$ cat src/rtl/blk_guard_pkg.sv
package blk_guard_pkg;

  typedef enum logic [1:0] {
    PROT_RW  = 2'b00,
    PROT_RO  = 2'b01,
    PROT_SUP = 2'b10,
    PROT_RSV = 2'b11
  } prot_e;

  typedef enum logic [1:0] {
    OP_READ = 2'b00,
    OP_SETP = 2'b01,
    OP_HIDE = 2'b10,
    OP_BAD  = 2'b11
  } cfg_op_e;

  // master block at 10/11 shuts user mode out of the module
  function automatic logic user_locked(logic [1:0] p0);
    return p0[1];
  endfunction

  function automatic logic prot_allows(logic [1:0] p, logic sup, logic wr);
    logic ok;
    case (p)
      PROT_RW: ok = 1'b1;
      PROT_RO: ok = !wr;
      default: ok = sup;
    endcase
    return ok;
  endfunction

endpackage

$ cat src/rtl/blk_guard_store.sv
module blk_guard_store #(
  parameter int NUM_BLK = 32,
  parameter int BLK_W   = $clog2(NUM_BLK)
) (
  input  logic                   clk_i,
  input  logic                   rst_ni,
  input  logic                   set_prot_i,
  input  logic                   set_hide_i,
  input  logic [BLK_W-1:0]       idx_i,
  input  logic [1:0]             prot_i,
  output logic [2*NUM_BLK-1:0]   prot_o,
  output logic [NUM_BLK-1:0]     hide_o
);

  for (genvar b = 0; b < NUM_BLK; b++) begin : g_blk
    logic       hit;
    logic [1:0] prot_r;

    assign hit = (idx_i == BLK_W'(b));

    always_ff @(posedge clk_i or negedge rst_ni) begin
      if (!rst_ni)                prot_r <= 2'b00;
      else if (set_prot_i && hit) prot_r <= prot_i;
    end
    assign prot_o[2*b +: 2] = prot_r;

    if (b == 0) begin : g_master
      assign hide_o[b] = 1'b0;
    end else begin : g_hideable
      logic hide_r;
      // set-only: nothing but reset clears it
      always_ff @(posedge clk_i or negedge rst_ni) begin
        if (!rst_ni)                hide_r <= 1'b0;
        else if (set_hide_i && hit) hide_r <= 1'b1;
      end
      assign hide_o[b] = hide_r;
    end
  end

endmodule

$ cat src/rtl/blk_guard_sel.sv
module blk_guard_sel #(
  parameter int NUM_BLK = 32,
  parameter int BLK_W   = $clog2(NUM_BLK)
) (
  input  logic [BLK_W-1:0]     idx_i,
  input  logic [2*NUM_BLK-1:0] prot_vec_i,
  input  logic [NUM_BLK-1:0]   hide_vec_i,
  output logic [1:0]           prot_o,
  output logic                 hide_o,
  output logic                 in_range_o
);

  always_comb begin
    prot_o     = 2'b00;
    hide_o     = 1'b0;
    in_range_o = 1'b0;
    for (int b = 0; b < NUM_BLK; b++) begin
      if (idx_i == BLK_W'(b)) begin
        prot_o     = prot_vec_i[2*b +: 2];
        hide_o     = hide_vec_i[b];
        in_range_o = 1'b1;
      end
    end
  end

endmodule

$ cat src/rtl/blk_guard_acc.sv
module blk_guard_acc #(
  parameter int DW = 32
) (
  input  logic          valid_i,
  input  logic          sup_i,
  input  logic          wr_i,
  input  logic [1:0]    prot_i,
  input  logic          hide_i,
  input  logic          in_range_i,
  input  logic [1:0]    prot0_i,
  input  logic [DW-1:0] store_rdata_i,
  output logic          gnt_o,
  output logic          fault_o,
  output logic [DW-1:0] rdata_o
);
  import blk_guard_pkg::*;

  logic ok;

  always_comb begin
    ok = in_range_i && !hide_i;
    if (!sup_i && user_locked(prot0_i)) ok = 1'b0;
    if (!prot_allows(prot_i, sup_i, wr_i)) ok = 1'b0;
  end

  assign gnt_o   = valid_i && ok;
  assign fault_o = valid_i && !ok;
  assign rdata_o = (gnt_o && !wr_i) ? store_rdata_i : '0;

endmodule

$ cat src/rtl/blk_guard_cfg.sv
module blk_guard_cfg #(
  parameter int BLK_W = 5
) (
  input  logic             valid_i,
  input  logic             sup_i,
  input  logic [1:0]       op_i,
  input  logic [BLK_W-1:0] blk_i,
  input  logic [1:0]       prot_i,
  input  logic             hide_i,
  input  logic             in_range_i,
  input  logic [1:0]       prot0_i,
  output logic             gnt_o,
  output logic             fault_o,
  output logic [2:0]       rdata_o,
  output logic             set_prot_o,
  output logic             set_hide_o
);
  import blk_guard_pkg::*;

  logic locked, may_write, ok;

  assign locked    = !sup_i && user_locked(prot0_i);
  assign may_write = sup_i || (prot0_i == PROT_RW);

  always_comb begin
    case (op_i)
      OP_READ:          ok = in_range_i && !locked;
      OP_SETP, OP_HIDE: ok = in_range_i && may_write;
      default:          ok = 1'b0;
    endcase
  end

  assign gnt_o      = valid_i && ok;
  assign fault_o    = valid_i && !ok;
  assign set_prot_o = gnt_o && (op_i == OP_SETP);
  // hide on the master block is acked and dropped
  assign set_hide_o = gnt_o && (op_i == OP_HIDE) && (blk_i != '0);
  assign rdata_o    = (gnt_o && op_i == OP_READ) ? {hide_i, prot_i} : 3'b000;

endmodule

$ cat src/rtl/blk_guard.sv
module blk_guard #(
  parameter int NUM_BLK = 32,
  parameter int BLK_W   = $clog2(NUM_BLK),
  parameter int DW      = 32
) (
  input  logic             clk_i,
  input  logic             rst_ni,
  input  logic             acc_valid_i,
  input  logic             acc_sup_i,
  input  logic             acc_wr_i,
  input  logic [BLK_W-1:0] acc_blk_i,
  output logic             acc_gnt_o,
  output logic             acc_fault_o,
  input  logic [DW-1:0]    store_rdata_i,
  output logic [DW-1:0]    acc_rdata_o,
  input  logic             cfg_valid_i,
  input  logic             cfg_sup_i,
  input  logic [1:0]       cfg_op_i,
  input  logic [BLK_W-1:0] cfg_blk_i,
  input  logic [1:0]       cfg_prot_i,
  output logic             cfg_gnt_o,
  output logic             cfg_fault_o,
  output logic [2:0]       cfg_rdata_o
);

  logic [2*NUM_BLK-1:0] prot_flat;
  logic [NUM_BLK-1:0]   hide_q;
  logic                 set_prot, set_hide;
  logic [1:0]           acc_prot, cfg_prot_sel;
  logic                 acc_hide, cfg_hide, acc_in, cfg_in;

  blk_guard_store #(.NUM_BLK(NUM_BLK), .BLK_W(BLK_W)) u_store (
    .clk_i, .rst_ni,
    .set_prot_i (set_prot),
    .set_hide_i (set_hide),
    .idx_i      (cfg_blk_i),
    .prot_i     (cfg_prot_i),
    .prot_o     (prot_flat),
    .hide_o     (hide_q)
  );

  blk_guard_sel #(.NUM_BLK(NUM_BLK), .BLK_W(BLK_W)) u_acc_sel (
    .idx_i      (acc_blk_i),
    .prot_vec_i (prot_flat),
    .hide_vec_i (hide_q),
    .prot_o     (acc_prot),
    .hide_o     (acc_hide),
    .in_range_o (acc_in)
  );

  blk_guard_sel #(.NUM_BLK(NUM_BLK), .BLK_W(BLK_W)) u_cfg_sel (
    .idx_i      (cfg_blk_i),
    .prot_vec_i (prot_flat),
    .hide_vec_i (hide_q),
    .prot_o     (cfg_prot_sel),
    .hide_o     (cfg_hide),
    .in_range_o (cfg_in)
  );

  blk_guard_acc #(.DW(DW)) u_acc (
    .valid_i       (acc_valid_i),
    .sup_i         (acc_sup_i),
    .wr_i          (acc_wr_i),
    .prot_i        (acc_prot),
    .hide_i        (acc_hide),
    .in_range_i    (acc_in),
    .prot0_i       (prot_flat[1:0]),
    .store_rdata_i (store_rdata_i),
    .gnt_o         (acc_gnt_o),
    .fault_o       (acc_fault_o),
    .rdata_o       (acc_rdata_o)
  );

  blk_guard_cfg #(.BLK_W(BLK_W)) u_cfg (
    .valid_i    (cfg_valid_i),
    .sup_i      (cfg_sup_i),
    .op_i       (cfg_op_i),
    .blk_i      (cfg_blk_i),
    .prot_i     (cfg_prot_sel),
    .hide_i     (cfg_hide),
    .in_range_i (cfg_in),
    .prot0_i    (prot_flat[1:0]),
    .gnt_o      (cfg_gnt_o),
    .fault_o    (cfg_fault_o),
    .rdata_o    (cfg_rdata_o),
    .set_prot_o (set_prot),
    .set_hide_o (set_hide)
  );

endmodule

$ cat config.mk
export PLATFORM = sky130hd
export DESIGN_NAME = blk_guard
export DESIGN_NICKNAME = d
export VERILOG_FILES = /design/src/rtl/blk_guard_pkg.sv /design/src/rtl/blk_guard_store.sv /design/src/rtl/blk_guard_sel.sv /design/src/rtl/blk_guard_acc.sv /design/src/rtl/blk_guard_cfg.sv /design/src/rtl/blk_guard.sv
export SDC_FILE = /design/constraint.sdc
export NUM_CORES = 1
export LEC_CHECK = 0
export BUFFER_PORTS_ARGS = -buffer_cell sky130_fd_sc_hd__buf_2
export CORE_MARGIN = 2
export CORE_UTILIZATION = 46
export CTS_CLUSTER_SIZE = 28
export DETAILED_ROUTE_END_ITERATION = 10
export GPL_ROUTABILITY_DRIVEN = 0
export PLACE_DENSITY = 0.65
export SYNTH_ARGS = -nofsm -noshare
export SYNTH_HDL_FRONTEND = slang
export SYNTH_SLANG_ARGS = --single-unit
$ cat constraint.sdc
create_clock -name clk_i -period 6.3 [get_ports clk_i]
set_input_delay 0.63 -clock clk_i [delete_from_list [all_inputs] [get_ports clk_i]]
set_output_delay 0.63 -clock clk_i [all_outputs]
set_load 0.01 [all_outputs]
==> key figures <==
Critical path
  • Critical path endpoint: acc_rdata_o[23]
  • FF-to-FF setup slack: 3.98 ns
  • Critical Path Start: acc_blk_i[0]
  • CP max FO: 41
  • CP required: 5.67 ns
  • Crit path capture type: output port
  • Reg2reg end: u_store.g_blk[18].prot_r[1]$_DFFE_PN0P_
  • FF-to-FF path depth: 7
  • Reg2Reg Launch Point: u_store.g_blk[0].prot_r[1]$_DFFE_PN0P_
  • Kind of critical path: in2out
  • Worst EP arrival: 4.44 ns
  • Startpoint types: primary input

Detailed routing
  • Drt via density: 6.50
  • Remaining antenna violation count: 0
  • Pre-antenna DRT Iters: 6
  • Routed vias: 6,460
  • Post-route DRC: 0
  • Drt total wl: 22,800 µm
  • Routed WL per cell: 23.0 µm
  • DRT iter0 DRCs: 893

Layout
  • Fraction of layout cells with a size suffix above 1: 0.254
  • Antenna Cells: 0
  • Synthesis-to-layout area growth: 12.3%
  • Multi-input logic area: 0.00400 mm²
  • Fin nets: 862
  • Register area: 0.00238 mm²
  • Fill cells: 1,336
  • Fin util: 0.524

Floorplanning
  • I/O pin count: 92
  • # rows: 44
  • Die width: 125 µm
  • Die area: 0.0156 mm²
  • Initial Util: 0.466
  • Die Ht: 125 µm
  • Core area: 0.0144 mm²

STA
  • Final Hold Viols: 0
  • Final period utilization: 0.805
  • Clock Skew: 0.00514 ns
  • Fin worst setup slack: 1.23 ns
  • TNS Setup: 0 ns
  • Fin Hold WS: 0.234 ns
  • Max Fclk: 0.197 GHz
  • Rel. slew slack: 0.288
  • Worst-Margin Slew: 1.07 ns
  • Final-report setup violation count: 0
  • RSZ-0062 raised after global routing: false
  • Min cycle time layout: 5.07 ns
  • Pins Over Slew Limit: 0

Logic synthesis
  • Post-synth EDFFs: 0
  • Post-synth top area cell: dfrtp_1
  • Post-Synthesis Cells: 748
  • Flops & latches, synth: 95
  • Ys flop type: dfrtp_1
  • YS warnings: 0
  • Async S/R FF share, synth: 1.00
  • Synth Area per Inst: 8.96 µm²
  • Post-Syn Area: 0.00670 mm²
  • Post-synthesis cell type count: 72
  • Seq/Total Area, Yosys: 0.355
  • Yosys top cell area share: 0.355
  • Syn_nets: 805
  • Largest cells by area after synthesis: dfrtp_1 35%, mux2_2 12%, nor2_1 4.4%

Power
  • Leak: 3.56 nW
  • Total power: 1.64 mW
  • Cell Pwr Density: 218 mW/mm²
  • Worst IR Drop VDD: 0.138 mV

Hold path
  • Worst hold path type: in2async

GRT
  • First-pass GRT wire length: 36,000 µm
  • Initial antenna violation count: 0
  • GRT Util Overall: 0.296
  • Number of global-route vias before repair: 6,186
  • Grt ovf: 0
  • Largest net degree at the start of global routing: 60

CTS
  • CTS tree: yes
  • Reg clk slew, reported paths: 0.07 ns
  • CTS-repair resized insts: 0
  • H-tree depth: 3
  • Root buf cell: clkbuf_16
  • Setup bufs post-CTS: 0
  • CTS Hold Buffers Added: 0
  • CTS buffer count: 9
  • Clock Tree Buf Depth: 2
  • CTS sink cnt: 95
  • Worst skew pair latency: 0.37 ns

Placed design
  • IO buf count: 91
  • HPWL Detailed: 16,300 µm
  • Dpl ws: 1.37 ns

Status
  • Status: finished, final reports clean

Job
  • Max_cap viols: 0
## worst max-delay path: stages
cell and delay (ns):
buf_2 0.56, buf_4 0.36, nand2_2 0.13, o32ai_1 0.42, or4_1 0.19, o311ai_0 0.14, a211oi_1 0.36, o211ai_1 0.23
a2111oi_4 1.01, and2_1 0.24, buf_2 0.13
## synth_stat cells, types with 12 or more instances
master	instances
nand2b_1	13
a211oi_1	12
dfrtp_1	95
and2_1	39
o22ai_1	16
nand2_1	46
mux2_2	74
mux2i_1	17
nor2b_1	13
a21o_1	28
a21oi_1	54
clkbuf_1	33
nor2_1	79
inv_1	13
o21ai_0	43
## sequential cells by signal, summed over array words and instances, names as in the netlist
name                             count
u_store.g_blk.prot_r                64
u_store.g_blk.g_hideable.hide_r     31
## how the worst min path moves through the flow
stage / from / end / slack, ns / cells past startpoint
final: rst_ni / u_store.g_blk[1].g_hideable.hide_r$_DFFE_PN0P_ / 0.23 / 1
after global routing: rst_ni / u_store.g_blk[11].g_hideable.hide_r$_DFFE_PN0P_ / 0.28 / 1
after CTS: rst_ni / u_store.g_blk[11].g_hideable.hide_r$_DFFE_PN0P_ / 0.25 / 1
after detailed placement: u_store.g_blk[13].g_hideable.hide_r$_DFFE_PN0P_ / u_store.g_blk[13].g_hideable.hide_r$_DFFE_PN0P_ / 0.47 / 1
after global placement: u_store.g_blk[13].g_hideable.hide_r$_DFFE_PN0P_ / u_store.g_blk[13].g_hideable.hide_r$_DFFE_PN0P_ / 0.47 / 1
after floorplan: rst_ni / u_store.g_blk[0].prot_r[0]$_DFFE_PN0P_ / 0.33 / 0
## per-stage QoR
stage / instances / area, µm²
floorplan: 748 / 6700
global placement: 978 / 7200
detailed placement: 978 / 7200
CTS: 994 / 7530
global route: 994 / 7530
finish: 994 / 7530
## logic make-up after synthesis
family / count (synthesis) / share of synthesized area
buffers and inverters: 70 / 0.0482
muxes: 96 / 0.165
AOI/OAI and AO/OA: 226 / 0.224
and+or+nand+nor: 257 / 0.201
adders and majority gates: 4 / 0.00747
DFF: 95 / 0.355
## power by group
part	switching, mW	internal [mW]	total, mW
Sequential	0.0571	0.657	0.714
Combinational	0.182	0.129	0.311
Clock	0.261	0.353	0.614
## routing by layer
metal  share of wire  track usage  vias up
li1                -            -     2850
met1            0.42        0.419     3189
met2            0.44        0.429      354
met3           0.096       0.0709       67
met4           0.037        0.130        0
met5               0            0        -
## layout make-up
cell class                 count  share of cell area
clock buffer                   9              0.0299
clock inverter                 7              0.0140
inverter                      15             0.00748
multi-input combinational    583               0.531
sequential                    95               0.316
tap                          184              0.0306
timing repair buffer         101              0.0708
## cells in the final DEF, fill, tap and decap left out, types with 5 or more instances in the layout
cell type,count
o31ai_1,5
nor2_1,79
nor3_1,9
nand2_1,46
a21o_1,28
o211ai_1,6
nor3b_1,5
nand3_1,10
clkbuf_16,9
buf_2,90
dfrtp_1,95
o221ai_1,6
o22ai_1,16
inv_1,13
mux2i_1,17
nand2b_1,13
and2_1,39
nor2b_1,13
a32oi_1,5
a22oi_1,5
buf_4,11
nand3b_1,9
a31oi_1,6
o21ai_0,43
a211oi_1,12
a21oi_1,54
mux2_2,74
o32ai_1,5
and3b_1,6
(Power assumes the default switching activity.)
